## src/rtl/cfg_i2c_pkg.sv

```systemverilog
package cfg_i2c_pkg;

    typedef enum logic [2:0] {
        ST_IDLE,
        ST_RX,
        ST_ACK,
        ST_TX,
        ST_RACK,
        ST_SKIP
    } bus_st_e;

    typedef enum logic [1:0] {
        PH_ADDR,
        PH_CMD,
        PH_DATA
    } rx_ph_e;

    localparam logic [7:0] CMD_PINS = 8'hFF;

    function automatic logic cmd_is_reg(input logic [7:0] b);
        return b[7:1] == 7'd0;
    endfunction

    function automatic logic cmd_accept(input logic [7:0] b);
        return cmd_is_reg(b) || (b[7:3] == 5'b11111);
    endfunction

endpackage

```

## src/rtl/cfg_i2c_sampler.sv

```systemverilog
module cfg_i2c_sampler #(
    parameter int SYNC_STAGES = 2
) (
    input  logic clk,
    input  logic rst_n,
    input  logic scl_i,
    input  logic sda_i,
    output logic scl_o,
    output logic sda_o,
    output logic scl_rise_o,
    output logic scl_fall_o,
    output logic start_o,
    output logic stop_o
);
    localparam int PW = SYNC_STAGES + 1;

    typedef struct packed {
        logic [PW-1:0] scl;
        logic [PW-1:0] sda;
    } smp_t;

    smp_t smp_d, smp_q;

    always_comb begin
        smp_d     = smp_q;
        smp_d.scl = {smp_q.scl[PW-2:0], scl_i};
        smp_d.sda = {smp_q.sda[PW-2:0], sda_i};
    end

    always_ff @(posedge clk or negedge rst_n) begin
        if (!rst_n) smp_q <= '1;
        else        smp_q <= smp_d;
    end

    logic scl_now, scl_old, sda_now, sda_old;
    assign scl_now = smp_q.scl[PW-2];
    assign scl_old = smp_q.scl[PW-1];
    assign sda_now = smp_q.sda[PW-2];
    assign sda_old = smp_q.sda[PW-1];

    assign scl_o      = scl_now;
    assign sda_o      = sda_now;
    assign scl_rise_o = scl_now & ~scl_old;
    assign scl_fall_o = ~scl_now & scl_old;
    assign start_o    = scl_now & scl_old & sda_old & ~sda_now;
    assign stop_o     = scl_now & scl_old & ~sda_old & sda_now;

endmodule

```

## src/rtl/cfg_i2c_busy_timer.sv

```systemverilog
module cfg_i2c_busy_timer #(
    parameter int CYCLES = 360000
) (
    input  logic clk,
    input  logic rst_n,
    input  logic load_i,
    output logic busy_o
);
    localparam int W = $clog2(CYCLES + 1);

    logic [W-1:0] cnt_d, cnt_q;

    always_comb begin
        cnt_d = cnt_q;
        if (load_i)           cnt_d = W'(CYCLES);
        else if (cnt_q != '0) cnt_d = cnt_q - 1'b1;
    end

    always_ff @(posedge clk or negedge rst_n) begin
        if (!rst_n) cnt_q <= '0;
        else        cnt_q <= cnt_d;
    end

    assign busy_o = (cnt_q != '0);

    // a commit always opens the lockout window
    a_r9_busy_after_commit: assert property (@(posedge clk) disable iff (!rst_n)
        load_i |=> busy_o);

endmodule

```

## src/rtl/cfg_i2c_target.sv

```systemverilog
module cfg_i2c_target
    import cfg_i2c_pkg::*;
#(
    parameter int               ADDR_PIN_W  = 2,
    parameter logic [6-ADDR_PIN_W:0] ADDR_HI = 5'b10011,
    parameter int               REG_W       = 6,
    parameter int               PIN_W       = 5,
    parameter int               SYNC_STAGES = 2,
    parameter int               BUSY_CYCLES = 360000
) (
    input  logic                  clk,
    input  logic                  rst_n,
    input  logic                  scl_i,
    input  logic                  sda_i,
    output logic                  sda_oe_o,
    input  logic [ADDR_PIN_W-1:0] addr_pins_i,
    input  logic                  wp_i,
    input  logic [PIN_W-1:0]      pins_i,
    output logic [REG_W-1:0]      reg0_o,
    output logic [REG_W-1:0]      reg1_o,
    output logic [7:0]            cmd_o
);
    localparam int MAX_DATA = 2;

    typedef struct packed {
        bus_st_e          st;
        rx_ph_e           ph;
        logic [3:0]       bcnt;
        logic [7:0]       sh;
        logic [7:0]       cmd;
        logic             ptr;
        logic [1:0]       ndata;
        logic [REG_W-1:0] stg0;
        logic [REG_W-1:0] stg1;
        logic [1:0]       stg_v;
        logic             poison;
        logic             rd;
        logic             mack;
        logic             oe;
        logic [REG_W-1:0] r0;
        logic [REG_W-1:0] r1;
    } ctx_t;

    ctx_t q, n;

    logic scl_s, sda_s, scl_rise, scl_fall, start, stop;
    logic busy, commit, ack;
    logic [6:0] dev_addr;
    logic [7:0] tx_byte;

    cfg_i2c_sampler #(.SYNC_STAGES(SYNC_STAGES)) u_smp (
        .clk        (clk),
        .rst_n      (rst_n),
        .scl_i      (scl_i),
        .sda_i      (sda_i),
        .scl_o      (scl_s),
        .sda_o      (sda_s),
        .scl_rise_o (scl_rise),
        .scl_fall_o (scl_fall),
        .start_o    (start),
        .stop_o     (stop)
    );

    cfg_i2c_busy_timer #(.CYCLES(BUSY_CYCLES)) u_busy (
        .clk    (clk),
        .rst_n  (rst_n),
        .load_i (commit),
        .busy_o (busy)
    );

    assign dev_addr = {ADDR_HI, addr_pins_i};

    always_comb begin
        if (cmd_is_reg(q.cmd))      tx_byte = 8'(q.ptr ? q.r1 : q.r0);
        else if (q.cmd == CMD_PINS) tx_byte = 8'(pins_i);
        else                        tx_byte = q.cmd;
    end

    always_comb begin
        n      = q;
        commit = 1'b0;
        ack    = 1'b0;
        if (start) begin
            n.st   = ST_RX;
            n.ph   = PH_ADDR;
            n.bcnt = '0;
            n.oe   = 1'b0;
        end else if (stop) begin
            if (q.stg_v != 2'b00 && !q.poison) begin
                if (q.stg_v[0]) n.r0 = q.stg0;
                if (q.stg_v[1]) n.r1 = q.stg1;
                commit = 1'b1;
            end
            n.stg_v  = 2'b00;
            n.poison = 1'b0;
            n.ndata  = '0;
            n.oe     = 1'b0;
            n.st     = ST_IDLE;
        end else begin
            case (q.st)
                ST_RX: begin
                    if (scl_rise && q.bcnt < 4'd8) begin
                        n.sh   = {q.sh[6:0], sda_s};
                        n.bcnt = q.bcnt + 4'd1;
                    end else if (scl_fall && q.bcnt == 4'd8) begin
                        case (q.ph)
                            PH_ADDR: if (q.sh[7:1] == dev_addr && !busy) begin
                                ack  = 1'b1;
                                n.rd = q.sh[0];
                                n.ph = PH_CMD;
                            end
                            PH_CMD: if (cmd_accept(q.sh)) begin
                                ack     = 1'b1;
                                n.cmd   = q.sh;
                                n.ndata = '0;
                                if (cmd_is_reg(q.sh)) n.ptr = q.sh[0];
                                n.ph    = PH_DATA;
                            end
                            PH_DATA: if (cmd_is_reg(q.cmd) && !wp_i) begin
                                if (q.ndata < 2'(MAX_DATA)) begin
                                    ack     = 1'b1;
                                    n.ndata = q.ndata + 2'd1;
                                    n.ptr   = ~q.ptr;
                                    if (q.ptr) begin
                                        n.stg1     = q.sh[REG_W-1:0];
                                        n.stg_v[1] = 1'b1;
                                    end else begin
                                        n.stg0     = q.sh[REG_W-1:0];
                                        n.stg_v[0] = 1'b1;
                                    end
                                end else begin
                                    n.poison = 1'b1;
                                end
                            end
                            default: ;
                        endcase
                        n.bcnt = '0;
                        n.st   = ack ? ST_ACK : ST_SKIP;
                        n.oe   = ack;
                    end
                end
                ST_ACK: if (scl_fall) begin
                    if (q.ph == PH_CMD && q.rd) begin
                        n.sh   = tx_byte;
                        n.oe   = ~tx_byte[7];
                        n.bcnt = 4'd1;
                        n.st   = ST_TX;
                        if (cmd_is_reg(q.cmd)) n.ptr = ~q.ptr;
                    end else begin
                        n.oe = 1'b0;
                        n.st = ST_RX;
                    end
                end
                ST_TX: if (scl_fall) begin
                    if (q.bcnt < 4'd8) begin
                        n.sh   = {q.sh[6:0], 1'b0};
                        n.oe   = ~q.sh[6];
                        n.bcnt = q.bcnt + 4'd1;
                    end else begin
                        n.oe   = 1'b0;
                        n.bcnt = '0;
                        n.st   = ST_RACK;
                    end
                end
                ST_RACK: begin
                    if (scl_rise) n.mack = ~sda_s;
                    if (scl_fall) begin
                        if (q.mack) begin
                            n.sh   = tx_byte;
                            n.oe   = ~tx_byte[7];
                            n.bcnt = 4'd1;
                            n.st   = ST_TX;
                            if (cmd_is_reg(q.cmd)) n.ptr = ~q.ptr;
                        end else begin
                            n.st = ST_SKIP;
                        end
                    end
                end
                default: ;
            endcase
        end
    end

    always_ff @(posedge clk or negedge rst_n) begin
        if (!rst_n) q <= '0;
        else        q <= n;
    end

    assign sda_oe_o = q.oe;
    assign reg0_o   = q.r0;
    assign reg1_o   = q.r1;
    assign cmd_o    = q.cmd;

    // the SDA drive moves only while SCL is low, unless a START or STOP released it
    a_r12_drive_scl_low: assert property (@(posedge clk) disable iff (!rst_n)
        (!$stable(q.oe) && !$past(start) && !$past(stop)) |-> !scl_s);

    // the own address is never acknowledged inside the lockout window
    a_r9_busy_refuses: assert property (@(posedge clk) disable iff (!rst_n)
        (busy && q.st == ST_RX && q.ph == PH_ADDR && !start && !stop) |=> q.st != ST_ACK);

    // write protect refuses every data byte
    a_r5_wp_refuses: assert property (@(posedge clk) disable iff (!rst_n)
        (wp_i && q.st == ST_RX && q.ph == PH_DATA && !start && !stop) |=> q.st != ST_ACK);

    // an overflowed transaction leaves both registers alone
    a_r4_overflow_no_store: assert property (@(posedge clk) disable iff (!rst_n)
        (stop && q.poison) |=> (q.r0 == $past(q.r0) && q.r1 == $past(q.r1)));

    // only an accepted command value ever reaches cmd_o
    a_r2_cmd_legal: assert property (@(posedge clk) disable iff (!rst_n)
        !$stable(q.cmd) |-> (q.cmd[7:1] == 7'd0 || q.cmd[7:3] == 5'b11111));

endmodule

```

## config.mk

```make
export PLATFORM = sky130hd
export DESIGN_NAME = cfg_i2c_target
export DESIGN_NICKNAME = d
export VERILOG_FILES = /design/src/rtl/cfg_i2c_pkg.sv /design/src/rtl/cfg_i2c_sampler.sv /design/src/rtl/cfg_i2c_busy_timer.sv /design/src/rtl/cfg_i2c_target.sv
export SDC_FILE = /design/constraint.sdc
export NUM_CORES = 1
export LEC_CHECK = 0
export ABC_AREA = 1
export CAP_MARGIN = 5
export CELL_PAD_IN_SITES_DETAIL_PLACEMENT = 2
export CELL_PAD_IN_SITES_GLOBAL_PLACEMENT = 2
export CORE_MARGIN = 1.5
export CORE_UTILIZATION = 25
export DETAILED_ROUTE_END_ITERATION = 12
export HOLD_SLACK_MARGIN = 0.06
export PLACE_DENSITY = 0.63
export SYNTH_ARGS = -nofsm -noshare
export SYNTH_HDL_FRONTEND = slang
export SYNTH_HIERARCHICAL = 1
export SYNTH_SLANG_ARGS = --single-unit
```

## constraint.sdc

```tcl
create_clock -name clk -period 2.9 [get_ports clk]
set_clock_uncertainty 0.1 [all_clocks]
set_input_delay 0.58 -clock clk [delete_from_list [all_inputs] [get_ports clk]]
set_output_delay 0.58 -clock clk [all_outputs]
set_load 0.05 [all_outputs]
```

# [After elaboration in Yosys (flattened, before gate mapping)]
# Cells that the tools add are included.
[op_classes] n_bitwise=17 magnitude_cmp=2 n_mux=81 n_reduce_logical=47 eq_ne=47 n_addsub=3
[op_table] cell="$mux W12" count=5
[op_table] cell="$mux W27" count=2
[op_table] cell="$mux W8" count=6
[op_table] cell="$pmux W12 S4" count=1
[op_table] cell="$ne A3 B3 Y1 const B" count=14
[op_table] cell="$reduce_and A7 Y1" count=6
[op_table] cell="$mux W19" count=2
[op_table] cell="$mux W18" count=2
[op_table] cell="$mux W1" count=32
[op_table] cell="$ne A4 B4 Y1 const B" count=8
[op_table] cell="$reduce_and A8 Y1" count=4
[op_table] cell="$ne A2 B2 Y1 const B" count=13
[op_table] cell="$mux W3" count=8
[op_table] cell="$mux W23" count=1
[op_table] cell="$reduce_bool A2 Y1" count=10
[op_table] cell="$reduce_bool A19 Y1" count=1
[op_table] cell="$sub A19 B1 Y19 const B" count=1
[op_table] cell="$mux W9" count=2
[op_table] cell="$reduce_and A9 Y1" count=2
[op_table] cell="$mux W17" count=1
[op_table] cell="$mux W15" count=1
[op_table] cell="$logic_not A7 Y1" count=2
[op_table] cell="$reduce_and A14 Y1" count=1
[op_table] cell="$mux W6" count=2
[op_table] cell="37 further kinds" count=70
[totals] output_inout_bits=21 word_cells=217 input_bits=12 reg_bits=83

# [Logic depth before layout (Yosys ltp)]
[depth] depth_word=16 ltp_mapped=14 mapped_depth_nobuf=14

# [Cells and area by module]
# The synthesis kept the hierarchy.
[modules_own_cells] module="cfg_i2c_target" area_per_inst_um2=3480.8 seq_area_each_um2=1451.4 n_inst=1 cells_each=496
[modules_own_cells] module="cfg_i2c_busy_timer" area_per_inst_um2=1217.4 seq_area_each_um2=475.5 n_inst=1 cells_each=151
[modules_own_cells] module="cfg_i2c_sampler" area_per_inst_um2=198.9 seq_area_each_um2=157.7 n_inst=1 cells_each=17

# [Worst setup path after synthesis]
# No wires, ideal clock.
[synth_timing] path_kind="flip-flop to flip-flop" from="register u_smp.smp_q, in the netlist u_smp/scl_o" to="register u_busy.cnt_q[7]" stages_incl_launch_ff=11 arrival_time_ns=2.260 t_required_ns=2.719 slack_ns=0.460 synth_period_minus_slack_ns=2.440 setup_time_ns=0.081 path_buffers=0 path_cell_list="dfstp_2 > nand2_1 > nor2_1 > inv_2 > nor2_4 > inv_2 > a211oi_4 > clkinv_1 > nand4_4 > inv_2 > nor3_2"
[synth_between] elab_chain_len=6 elab_cells_between_ends=9 cone_classes="mux (3); bitwise (5); reduce/logical (1)"
[synth_rtl] element="start, declared" line="cfg_i2c_sampler.sv:22" rtl="smp_t smp_d, smp_q;"
[synth_rtl] element="start signal, assigned" line="cfg_i2c_sampler.sv:32" rtl="else smp_q <= smp_d;"
[synth_rtl] element="$and A1 B1 Y1 (*) (3 in series)" line="cfg_i2c_sampler.sv:46" rtl="assign stop_o = scl_now & scl_old & ~sda_old & sda_now;"
[synth_rtl] element="named net stop" line="cfg_i2c_target.sv:46" rtl="logic scl_s, sda_s, scl_rise, scl_fall, start, stop;"
[synth_rtl] element="$mux W1 (*)" line="cfg_i2c_target.sv:88" rtl="end else if (stop) begin"
[synth_rtl] element="$mux W1 (*)" line="cfg_i2c_target.sv:83" rtl="if (start) begin"
[synth_rtl] element="named net commit" line="cfg_i2c_target.sv:47" rtl="logic busy, commit, ack;"
[synth_rtl] element="$mux W19 or $reduce_bool A2 Y1 (tied branches)"
[synth_rtl] element="end signal, assigned" line="cfg_i2c_busy_timer.sv:21" rtl="else cnt_q <= cnt_d;"
[synth_rtl] element="end, declared" line="cfg_i2c_busy_timer.sv:11" rtl="logic [W-1:0] cnt_d, cnt_q;"
# Mark *: on every way through the listed nets, which the timed path passes. The rest lies on a longest branch.
# A chain may end at the register's enable or synchronous reset.

# [Worst setup path in the final report]
[layout_timing] from="register u_smp.smp_q, in the netlist u_smp/scl_o" to="register u_busy.cnt_q[6]"
# Same word-level chain as after synthesis.

==> metrics.md <==
| Metric | Value |
|---|---|
| Outcome | `finished, final reports clean` |
| Row count | `51` |
| Syn Nets | `680` |
| Max layer used | `met4` |
| Achievable Freq | `~390 MHz` |
| RR Startpoint | `u_smp/scl_o$_DFF_PN1_` |
| Setup repair after global routing missed its margin | `false` |
| Crit path top cell by count | `inv_2` |
| Sink Count | `83` |
| Slew of the pin with the lowest slew margin | `between 500 and 600 ps` |
| Synth Flop Type | `dfrtp_1` |
| Slew headroom | `59.90%` |
| Clock slew at reported path FFs | `70 ps` |
| Detail Route Antenna Nets | `0` |
| Min cycle time layout | `2581 ps` |
| Fin Setup TNS | `0 ps` |
| Hold/Removal Path Class | `input port to asynchronous set/reset pin` |
| Max-cap check violation count | `0` |
| GR Overflow Total | `0` |
| Clock Latency Late Sink | `350 ps` |
| Share of layout cells above drive strength 1 | `11.14%` |
| Critical path startpoint category | `flop` |
| WL met3 | `241 um` |
| Commonest cells in the synthesized netlist | `185 x nand2_1, 77 x dfrtp_1, 72 x nor2_1` |
| Leak | `2.676 nW` |
| Worst hold slack | `87.45 ps` |
| GR Util All Layers | `16.50%` |
| Resize count post-CTS | `0` |
| Area of placed instances | `5420 sq um` |
| Post-synth EDFFs | `0` |
| Most common cell in the synthesized netlist | `nand2_1` |
| Peak VDD IR | `0.3302 mV` |
| I/O pin count | `33` |
| Setup slack, reg-to-reg | `320 ps` |
| Biggest area consumer among synthesized cells | `dfrtp_1` |
| Max H-tree Level | `3` |
| Worst Path Buf+Inv | `4` |
| Hpwl dp | `12350 um` |
| Worst R2R End | `u_busy/cnt_q[6]$_DFFE_PN0P_` |
| Delay-heaviest family, CP | `simple AND/OR/NAND/NOR gates` |
| Design Power | `4.776 mW` |
| FF+latch count, synth | `83` |
| Drt wl/cell | `16.57 um` |
| Share of the synthesized area in the top cell type | `39.35%` |
| Vias | `4433` |
| Critical-path cell with the highest stage delay | `dfstp_2` |
| Die area | `20440 sq um` |
| R2R depth | `10` |
| Initial DRT Pass Iterations | `4` |
| Cell area after synthesis | `4897 sq um` |
| Largest net degree at the start of global routing | `52` |
| CP Data Arrival Time | `2760 ps` |
| Hold Fails Final Rpt | `0` |
| Leading post-synthesis cells by cell area | `dfrtp_1 39%, nand2_1 14%, nand3_1 5.7%, nor2_1 5.5%, inv_1 5.4%` |
| CTS tree | `built` |
| Post-CTS setup buffers | `0` |
| Clock buffer depth | `2` |
| Total CTS buffers | `9` |
| Wirelength, routed | `15840 um` |
| Worst path cell trace | `nand2_1 -> nor2_1 -> inv_2 -> nor2_4 -> inv_2 -> a211oi_4 -> clkinv_1 -> nand4_4 -> inv_2 -> nor2_1` |
| Starting Density | `25.33%` |
| First-pass GRT wire length | `around 26000 um` |
| Wl on met1 | `7403 um` |
| Slew Limit Fails | `0` |
| Worst Setup End Kind | `flop` |
| RD Place Congestion | `0.8031` |
| Routed vias/inst | `4.637` |
| Drt drc | `0` |
| Nets | `702` |
| Post-synth ARST share | `100.0%` |
| Die Ht | `143.0 um` |
| Sequential area share after synthesis | `around 43%` |
| Syn. warnings | `6` |
| WP data required | `3080 ps` |
| Avg Inst Size Synth | `7.375 sq um` |
| Fin area | `5702 sq um` |
| Synth-to-layout area growth | `16.43%` |
| Mapped Cells | `664` |
| Peak fanout along the critical path | `10` |
| Final setup violation count | `0` |
| Critical path type | `flop to flop` |
| Met2 WL | `between 7000 and 8000 um` |
| 1st-iter DRT viols | `159` |
| Synth unique cells | `41` |
| Cell Pwr Density | `between 800 and 900 nW/um^2` |
| CTS Hold Bufs | `0` |
| CORE AREA | `19330 sq um` |
| Vias in the first global route | `4889` |
| Antenna violations before repair | `0` |
| Diode count | `0` |
| Die width | `143.0 um` |
| Critical Path Max Stage Delay | `560 ps` |
| I/O Buffers | `32` |
| Tcrit/Tclk final | `89.00%` |
| Root Driver | `clkbuf_16` |
[metal layers]
layer  track usage, %  vias up
li1                 -     2153
met1            20.62     2226
met2            29.62       41
met3            1.844       13
met4            5.046        0
met5                0        -
[flip-flops by register name, indices dropped and copies added, names as in the netlist]
name / flops
q: 37
u_busy/cnt_q: 19
cmd_o: 8
reg0_o: 6
reg1_o: 6
u_smp/smp_d: 2
sda_oe_o: 1
u_smp/scl_o: 1
u_smp/scl_old: 1
u_smp/sda_o: 1
u_smp/sda_old: 1
[layout make-up]
class / instances / area (sq um)
fill: 2291 / 13630
sequential: 83 / 2085
clock buffer: 9 / 225.2
multi-input combinational: 470 / 2302
timing repair buffer: 41 / 397.9
inverter: 81 / 304.0
clock inverter: 7 / 56.30
tap: 265 / 331.6
[worst register-to-register path, stage by stage (launching register included)]
cell      delay, ps
dfstp_2         560
nand2_1          70
nor2_1          380
inv_2           190
nor2_4          170
inv_2            70
a211oi_4        180
clkinv_1        360
nand4_4         250
inv_2            80
nor2_1          120
[cell families (layout without fill, tap and decap cells)]
kind of cell / after synthesis / after routing / synth area share, %
AND/OR/NAND/NOR: 371 / 371 / 34.95
buffers and inverters: 111 / 138 / 10.42
AO/OA/AOI/OAI: 91 / 91 / 10.32
flip-flops: 83 / 83 / 42.57
adder cells (fa/ha/maj): 4 / 4 / 1.022
XOR/XNOR: 4 / 4 / 0.7155
[placed cells by master (no fill, tap or decap), types with 7 or more instances in the layout]
| master | instances |
|---|---|
| clkdlybuf4s50_1 | 31 |
| o21ai_0 | 48 |
| nor2_2 | 12 |
| inv_1 | 71 |
| nor2_1 | 72 |
| o21ai_1 | 7 |
| nand3_1 | 56 |
| nand2_2 | 7 |
| nand4_1 | 13 |
| nand2_1 | 185 |
| inv_2 | 8 |
| dfrtp_1 | 77 |
| clkbuf_16 | 9 |
| a21oi_1 | 21 |
| buf_4 | 9 |
| o21a_1 | 7 |
[per-stage QoR]
stage / worst slack, ps / util [%] / instances
floorplan: 459.6 / - / 664
global placement: 425.7 / 28.03 / 940
detailed placement: 305.0 / 28.03 / 940
CTS: 286.3 / 29.49 / 956
global route: 97.36 / 29.49 / 956
finish: 319.1 / 29.49 / 956
[report_power, final]
group          switching, mW  internal [mW]  total, mW
combinational           1.27          0.607       1.88
clock                  0.541          0.595       1.14
sequential             0.329           1.43       1.76
[worst max path at each step]
stage | start | to | slack (ps) | depth (start not counted)
global placement | u_smp/scl_o$_DFF_PN1_ | u_busy/cnt_q[7]$_DFFE_PN0P_ | 430 | 10
CTS | u_smp/scl_o$_DFF_PN1_ | u_busy/cnt_q[6]$_DFFE_PN0P_ | 290 | 10
global route | u_smp/scl_o$_DFF_PN1_ | u_busy/cnt_q[6]$_DFFE_PN0P_ | 100 | 10
detailed placement | u_smp/scl_o$_DFF_PN1_ | u_busy/cnt_q[6]$_DFFE_PN0P_ | 310 | 10
finish | u_smp/scl_o$_DFF_PN1_ | u_busy/cnt_q[6]$_DFFE_PN0P_ | 320 | 10
floorplan | u_smp/scl_o$_DFF_PN1_ | u_busy/cnt_q[7]$_DFFE_PN0P_ | 460 | 10
(Power assumes the default switching activity.)
